## src/rtl/enc66_pkg.sv

```systemverilog
package enc66_pkg;

   // control characters on the byte interface
   localparam logic [7:0] K_IDLE  = 8'h07;
   localparam logic [7:0] K_START = 8'hFB;
   localparam logic [7:0] K_TERM  = 8'hFD;
   localparam logic [7:0] K_ERR   = 8'hFE;
   localparam logic [7:0] K_SEQ   = 8'h9C;

   // 7-bit codes inside a block
   localparam logic [6:0] C7_IDLE = 7'h00;
   localparam logic [6:0] C7_ERR  = 7'h1E;

   // block type bytes
   localparam logic [7:0] BT_CTRL = 8'h1E;
   localparam logic [7:0] BT_S0   = 8'h78;
   localparam logic [7:0] BT_S4   = 8'h33;
   localparam logic [7:0] BT_OS0  = 8'h4B;

   // sync headers
   localparam logic [1:0] SH_DATA = 2'b01;
   localparam logic [1:0] SH_CTRL = 2'b10;

   typedef enum logic [2:0] {BK_C, BK_S, BK_D, BK_T, BK_E} blk_cls_e;

   typedef enum logic [2:0] {
      TS_INIT, TS_CTRL, TS_START, TS_DATA, TS_TERM, TS_ERR
   } tx_st_e;

   typedef struct packed {
      logic       dat;
      logic       idle;
      logic       err;
      logic       start;
      logic       term;
      logic       seq;
      logic [6:0] code;
   } lane_cls_t;

   function automatic logic [7:0] term_type(input logic [2:0] k);
      case (k)
         3'd0:    return 8'h87;
         3'd1:    return 8'h99;
         3'd2:    return 8'hAA;
         3'd3:    return 8'hB4;
         3'd4:    return 8'hCC;
         3'd5:    return 8'hD2;
         3'd6:    return 8'hE1;
         default: return 8'hFF;
      endcase
   endfunction

   function automatic logic [63:0] lf_payload();
      return {32'h0, 8'h01, 8'h00, 8'h00, BT_OS0};
   endfunction

   function automatic logic [63:0] err_payload();
      return {{8{C7_ERR}}, BT_CTRL};
   endfunction

   function automatic logic [65:0] pack_blk(input logic [1:0] sh,
                                            input logic [63:0] pay,
                                            input bit hdr_lsb);
      return hdr_lsb ? {pay, sh} : {sh, pay};
   endfunction

endpackage

```

## src/rtl/enc66_lane_cls.sv

```systemverilog
module enc66_lane_cls
   import enc66_pkg::*;
#(
   parameter int unsigned CH_W = 8
)(
   input  logic [CH_W-1:0] ch,
   input  logic            ctl,
   output lane_cls_t       cls
);

   if (CH_W != 8) begin : g_bad_width
      $error("enc66_lane_cls: lanes must be 8 bits wide");
   end

   always_comb begin
      cls       = '0;
      cls.dat   = !ctl;
      cls.idle  = ctl && (ch == K_IDLE);
      cls.err   = ctl && (ch == K_ERR);
      cls.start = ctl && (ch == K_START);
      cls.term  = ctl && (ch == K_TERM);
      cls.seq   = ctl && (ch == K_SEQ);
      cls.code  = cls.err ? C7_ERR : C7_IDLE;
   end

endmodule

```

## src/rtl/enc66_blk_build.sv

```systemverilog
module enc66_blk_build
   import enc66_pkg::*;
#(
   parameter int unsigned LANES = 8,
   parameter int unsigned CH_W  = 8
)(
   input  lane_cls_t [LANES-1:0]   lc,
   input  logic [LANES*CH_W-1:0]   data,
   output blk_cls_e                cls,
   output logic [1:0]              sh,
   output logic [LANES*CH_W-1:0]   pay
);

   localparam int unsigned DATA_W = LANES * CH_W;
   localparam int unsigned HALF   = LANES / 2;
   localparam int unsigned CODE_W = 7;
   localparam int unsigned LIDX_W = $clog2(LANES);

   logic [LANES-1:0]             dat, cc, tv;
   logic [LANES-1:0][CODE_W-1:0] code;
   logic [LANES-1:0]             lo_mask, hi_mask;
   logic [LIDX_W-1:0]            t_lane;
   logic                         all_dat, all_cc, os0_ok, s0_ok, s4_ok, t_ok;

   always_comb begin
      t_lane = '0;
      for (int j = 0; j < LANES; j++) begin
         dat[j]  = lc[j].dat;
         cc[j]   = lc[j].idle | lc[j].err;
         tv[j]   = lc[j].term;
         code[j] = lc[j].code;
         if (lc[j].term) t_lane = LIDX_W'(j);
      end
      lo_mask = tv - LANES'(1);
      hi_mask = ~(lo_mask | tv);
      all_dat = &dat;
      all_cc  = &cc;
      os0_ok  = lc[0].seq && (&dat[HALF-1:1]) && (&cc[LANES-1:HALF]);
      s0_ok   = lc[0].start && (&dat[LANES-1:1]);
      s4_ok   = (&cc[HALF-1:0]) && lc[HALF].start && (&dat[LANES-1:HALF+1]);
      t_ok    = $onehot(tv) && ((dat & lo_mask) == lo_mask)
                && ((cc & hi_mask) == hi_mask);
   end

   always_comb begin
      cls = BK_E;
      sh  = SH_CTRL;
      pay = '0;
      if (all_dat) begin
         cls = BK_D;
         sh  = SH_DATA;
         pay = data;
      end else if (all_cc) begin
         cls = BK_C;
         pay[CH_W-1:0] = BT_CTRL;
         for (int j = 0; j < LANES; j++)
            pay[CH_W + CODE_W*j +: CODE_W] = code[j];
      end else if (os0_ok) begin
         cls = BK_C;
         pay[CH_W-1:0] = BT_OS0;
         pay[CH_W +: (HALF-1)*CH_W] = data[CH_W +: (HALF-1)*CH_W];
         for (int j = HALF; j < LANES; j++)
            pay[CH_W + CODE_W*j +: CODE_W] = code[j];
      end else if (s0_ok) begin
         cls = BK_S;
         pay = {data[DATA_W-1:CH_W], BT_S0};
      end else if (s4_ok) begin
         cls = BK_S;
         pay[CH_W-1:0] = BT_S4;
         for (int j = 0; j < HALF; j++)
            pay[CH_W + CODE_W*j +: CODE_W] = code[j];
         pay[DATA_W-1:(HALF+1)*CH_W] = data[DATA_W-1:(HALF+1)*CH_W];
      end else if (t_ok) begin
         cls = BK_T;
         pay[CH_W-1:0] = term_type(t_lane);
         for (int j = 0; j < LANES-1; j++)
            if (j < int'(t_lane))
               pay[CH_W*(j+1) +: CH_W] = data[CH_W*j +: CH_W];
         for (int j = 1; j < LANES; j++)
            if (j > int'(t_lane))
               pay[CH_W + CODE_W*j +: CODE_W] = code[j];
      end
   end

endmodule

```

## src/rtl/enc66_tx_fsm.sv

```systemverilog
module enc66_tx_fsm
   import enc66_pkg::*;
(
   input  logic     clk,
   input  logic     rst_n,
   input  logic     adv,
   input  blk_cls_e cls,
   output tx_st_e   st,
   output logic     to_err
);

   tx_st_e st_q, st_d;

   always_comb begin
      st_d = st_q;
      case (st_q)
         TS_INIT, TS_CTRL, TS_TERM: begin
            case (cls)
               BK_C:    st_d = TS_CTRL;
               BK_S:    st_d = TS_START;
               default: st_d = TS_ERR;
            endcase
         end
         TS_START, TS_DATA: begin
            case (cls)
               BK_D:    st_d = TS_DATA;
               BK_T:    st_d = TS_TERM;
               default: st_d = TS_ERR;
            endcase
         end
         default: begin
            case (cls)
               BK_C:    st_d = TS_CTRL;
               BK_D:    st_d = TS_DATA;
               BK_T:    st_d = TS_TERM;
               default: st_d = TS_ERR;
            endcase
         end
      endcase
   end

   assign to_err = (st_d == TS_ERR);
   assign st     = st_q;

   always_ff @(posedge clk) begin
      if (!rst_n)   st_q <= TS_INIT;
      else if (adv) st_q <= st_d;
   end

endmodule

```

## src/rtl/enc66_tx_encoder.sv

```systemverilog
module enc66_tx_encoder
   import enc66_pkg::*;
#(
   parameter int unsigned LANES      = 8,
   parameter int unsigned CH_W       = 8,
   parameter int unsigned SH_W       = 2,
   parameter bit          HDR_AT_LSB = 1'b1
)(
   input  logic                         clk,
   input  logic                         rst_n,
   input  logic                         in_vld,
   input  logic [LANES*CH_W-1:0]        in_data,
   input  logic [LANES-1:0]             in_ctl,
   output logic                         out_vld,
   output logic [LANES*CH_W+SH_W-1:0]   out_blk
);

   localparam int unsigned DATA_W = LANES * CH_W;
   localparam int unsigned BLK_W  = DATA_W + SH_W;
   localparam logic [BLK_W-1:0] LF_BLK = pack_blk(SH_CTRL, lf_payload(), HDR_AT_LSB);

   if (LANES != 8 || CH_W != 8 || SH_W != 2) begin : g_bad_cfg
      $error("enc66_tx_encoder: needs 8 lanes of 8 bits and a 2-bit header");
   end

   lane_cls_t [LANES-1:0] lc;
   blk_cls_e              cls;
   logic [1:0]            sh_raw, sh_sel;
   logic [DATA_W-1:0]     pay_raw, pay_sel;
   logic [BLK_W-1:0]      nxt_blk;
   logic                  to_err;
   tx_st_e                fsm_st;

   for (genvar g = 0; g < LANES; g++) begin : g_lane
      enc66_lane_cls #(.CH_W(CH_W)) u_lane (
         .ch  (in_data[g*CH_W +: CH_W]),
         .ctl (in_ctl[g]),
         .cls (lc[g])
      );
   end

   enc66_blk_build #(.LANES(LANES), .CH_W(CH_W)) u_build (
      .lc   (lc),
      .data (in_data),
      .cls  (cls),
      .sh   (sh_raw),
      .pay  (pay_raw)
   );

   enc66_tx_fsm u_fsm (
      .clk    (clk),
      .rst_n  (rst_n),
      .adv    (in_vld),
      .cls    (cls),
      .st     (fsm_st),
      .to_err (to_err)
   );

   assign sh_sel  = to_err ? SH_CTRL : sh_raw;
   assign pay_sel = to_err ? err_payload() : pay_raw;

   if (HDR_AT_LSB) begin : g_hdr_low
      assign nxt_blk = {pay_sel, sh_sel};
   end else begin : g_hdr_high
      assign nxt_blk = {sh_sel, pay_sel};
   end

   always_ff @(posedge clk) begin
      if (!rst_n) begin
         out_vld <= 1'b1;
         out_blk <= LF_BLK;
      end else begin
         out_vld <= in_vld;
         if (in_vld) out_blk <= nxt_blk;
      end
   end

endmodule

```

## config.mk

```make
export PLATFORM = sky130hd
export DESIGN_NAME = enc66_tx_encoder
export DESIGN_NICKNAME = d
export VERILOG_FILES = /design/src/rtl/enc66_pkg.sv /design/src/rtl/enc66_lane_cls.sv /design/src/rtl/enc66_blk_build.sv /design/src/rtl/enc66_tx_fsm.sv /design/src/rtl/enc66_tx_encoder.sv
export SDC_FILE = /design/constraint.sdc
export NUM_CORES = 1
export LEC_CHECK = 0
export ABC_AREA = 1
export BUFFER_PORTS_ARGS = -buffer_cell sky130_fd_sc_hd__buf_2
export CAP_MARGIN = 5
export CORE_MARGIN = 10
export CORE_UTILIZATION = 45
export CTS_BUF_LIST = sky130_fd_sc_hd__clkbuf_2 sky130_fd_sc_hd__clkbuf_4 sky130_fd_sc_hd__clkbuf_8
export DETAILED_ROUTE_END_ITERATION = 10
export PLACE_DENSITY = 0.68
export SLEW_MARGIN = 20
export SYNTH_ARGS = -nofsm -noshare
export SYNTH_HDL_FRONTEND = slang
export SYNTH_SLANG_ARGS = --single-unit
export TNS_END_PERCENT = 30
```

## constraint.sdc

```tcl
create_clock -name clk -period 5.4 [get_ports clk]
set_input_delay 0.27 -clock clk [delete_from_list [all_inputs] [get_ports clk]]
set_output_delay 0.27 -clock clk [all_outputs]
set_load 0.01 [all_outputs]
```

==> flow_summary_export.csv <==
group,metric,value,unit
power,power_after_layout,1.30,mW
sta,period_needed,4450,ps
finish,antennaDiodeCount,0,
finish,fin_nets,1369,
sta,report.final.setup_viol,0,
job,cap_viol_max_count,0,
yosys,ys_top_cells_by_area,"sky130_fd_sc_hd__dfxtp_1 21%, sky130_fd_sc_hd__nand2_1 21%, sky130_fd_sc_hd__inv_1 8.0%",
global_routing,grt_first_pass_wirelength,40100,um
sta,final.setup.tns,0,ps
finish,syn2layout_area_growth,15.6,%
min_path,worst_hold_path_type,"in2reg",
sta,hold_viol,0,
yosys,yosysWarnings,0,
placement,gp_congestion,0.992,
cts,clock_sink_count,70,
finish,drive_gt1_frac,0.182,
drt,detail_route.iter0.violations,820,
yosys,synth-async-reset-ratio,0,
cts,worst_setup_hold_path_clk_slew,90,ps
outcome,run_status,"complete, no violations",
sta,clock_skew,13.8,ps
yosys,synth.net_count,1241,
power,cellPowerDensity,172,nW/um^2
cts,cts_hold_buffers,0,
yosys,synth-edff-count,0,
drt,wl,26000,um
sta,maxClockFrequency,225,MHz
setup_path,kind_of_start_point_of_the_critical_path,"input pin",
setup_path,worst-endpoint-arrival,4790,ps
power,vdd_drop_max,0.107,mV
cts,clk-insertion-delay-late,390,ps
global_routing,grt_remaining_overflow,0,
cts,post_cts_resize_count,0,
floorplanning,initial_core_util,0.456,
sta,crit_share_post_route,0.824,
placement,place_hpwl,20600,um
global_routing,grt_use_total,0.252,
setup_path,critical_path.slowest_cell,"sky130_fd_sc_hd__fa_1",
cts,cts.repair_timing.setup_buffer_count,0,
global_routing,pin_count_of_the_biggest_net_entering_global_routing,46,
cts,clock_root_buffer,"sky130_fd_sc_hd__clkbuf_8",
setup_path,critPathKind,"in2reg",
yosys,postSynthCellCount,1139,
placement,numPortBuffers,141,
yosys,synth_area_leader_cell,"sky130_fd_sc_hd__dfxtp_1",
floorplanning,boundaryPins,142,
min_path,holdPathStages,3,
cts,number_of_buffers_on_the_longest_clock_path,2,
floorplanning,placement_rows,44,
sta,rsz0062_at_grt,"no",
drt,drt-vias-per-instance,5.50,
global_routing,antenna_found_initial,1,
drt,vias,8013,
setup_path,worstRegToRegCells,10,
cts,cts-buffers-inserted,9,
power,p_leak,4.13,nW
floorplanning,die-height,141,um
drt,detail_route.first_pass.iterations,5,
floorplanning,die_w,141,um
drt,remaining_drc_errors,0,
finish,final_core_utilization,0.527,
yosys,yosysMostFrequentCell,"sky130_fd_sc_hd__nand2_1",
floorplanning,core_region,14400,sq um
setup_path,critical-path-max-stage-delay,510,ps
yosys,netlist-cell-type-count,47,
sta,final_max_slew_viol_count,0,
yosys,syn_area_per_cell,5.75,sq um
cts,h_tree_levels,3,
setup_path,worst_path_most_repeated_cell,"sky130_fd_sc_hd__nand2_1",
setup_path,crit_path_end_kind,"flip-flop",
yosys,cell_area_after_synthesis,6550,sq um
floorplanning,floorplan.die_area,19800,sq um
yosys,share_of_yosys_cell_area_claimed_by_the_top_area_cell_type,0.214,
global_routing,number_of_global_route_vias_before_repair,7429,
setup_path,worstPathRequired,5730,ps
yosys,synth-seq-area-share,0.214,
cts,clock_tree_from_tritoncts,"done",
sta,max-slew-margin-rel,0.352,
drt,wire_per_inst,17.8,um
drt,detail-route-antenna-nets,0,
sta,worst-slew-pin-transition,970,ps
yosys,synth.ff_latch_count,70,
setup_path,crit_fanout,25,
yosys,synthFlopType,"sky130_fd_sc_hd__dfxtp_1",
yosys,yosys-top-cells-count,"358 x sky130_fd_sc_hd__nand2_1, 139 x sky130_fd_sc_hd__inv_1, 109 x sky130_fd_sc_hd__nor2_1",
## through the flow
step	hold slack [ps]	worst slack [ps]	instances	instance area (sq um)
after floorplan	373	1200	1139	6550
after global placement	433	674	1440	7370
after detailed placement	438	593	1440	7370
after CTS	134	982	1456	7570
after global routing	146	605	1456	7570
final	147	948	1456	7570
## path summary, 6_finish.rpt
path | start | end | slack [ps]
setup / recovery | in_data[44] | out_blk[52]$_SDFFE_PN0P_ | 950
hold / removal | in_data[50] | out_blk[52]$_SDFFE_PN0P_ | 150
setup reg to reg | u_fsm.st[0]$_SDFFE_PN0P_ | out_blk[29]$_SDFFE_PN0P_ | 3530
hold reg to reg | out_blk[35]$_SDFFE_PN0P_ | out_blk[35]$_SDFFE_PN0P_ | 450
## report_power, final
| group | total [mW] | internal [mW] | leakage [nW] | switching [mW] |
|---|---|---|---|---|
| Combinational | 0.286 | 0.0887 | 3.45 | 0.197 |
| Clock | 0.454 | 0.215 | 0.0996 | 0.239 |
| Sequential | 0.563 | 0.548 | 0.576 | 0.0146 |
## logic make-up (layout without fill, tap and decap cells)
family	count (synthesis)	in the layout	synth area share
buffers and inverters	185	318	0.115
flip-flops	70	70	0.214
adder cells (fa/ha/maj)	27	27	0.0562
AND/OR/NAND/NOR	646	646	0.440
AO/OA/AOI/OAI	211	211	0.175
## area by class of cell
cell class,instances,area [sq um]
repair buffers,149,766
fillers,1578,6800
inverters,153,579
clock buffers,9,124
multi-input cells,884,4390
well taps,184,230
clock inverters,7,73.8
flip-flops and latches,70,1400
## worst max-delay path, delay by kind of cell
kind	cells	cell delay, ps
adders and majority gates	5	1750
buffers and inverters	6	650
and+or+nand+nor	18	2090
## registers in the layout, summed over array words and instances, names as in the netlist
signal and count:
out_vld 1, out_blk 66, u_fsm.st 3
## layer usage
metal	GRT usage	wire, um	up-vias
met5	0	7	-
met4	0.101	1010	2
met3	0.0665	2280	70
met2	0.415	11900	401
met1	0.304	10700	3608
li1	-	-	3932
## placed cells by master, fill, tap and decap left out, drive strengths merged
cell type  netlist  layout
nand2          383     383
inv            149     150
buf             18     149
nor2           123     123
o21ai          105     105
nand3           96      96
a21oi           72      72
dfxtp           70      70
ha              23      23
nor3            16      16
o211ai          14      14
nand4           13      13
clkbuf          14       9
clkinv           4       8
a22oi            6       6
nand3b           5       5
o22ai            5       5
or2              5       5
a31oi            4       4
fa               4       4
nor4             3       3
o2111ai          2       2
o41ai            1       1
o21a             1       1
nor3b            1       1
and2             1       1
o31ai            1       1
clkinvlp         0       1
bufinv           0       1
Note: power is estimated with default switching activity, not from simulation.
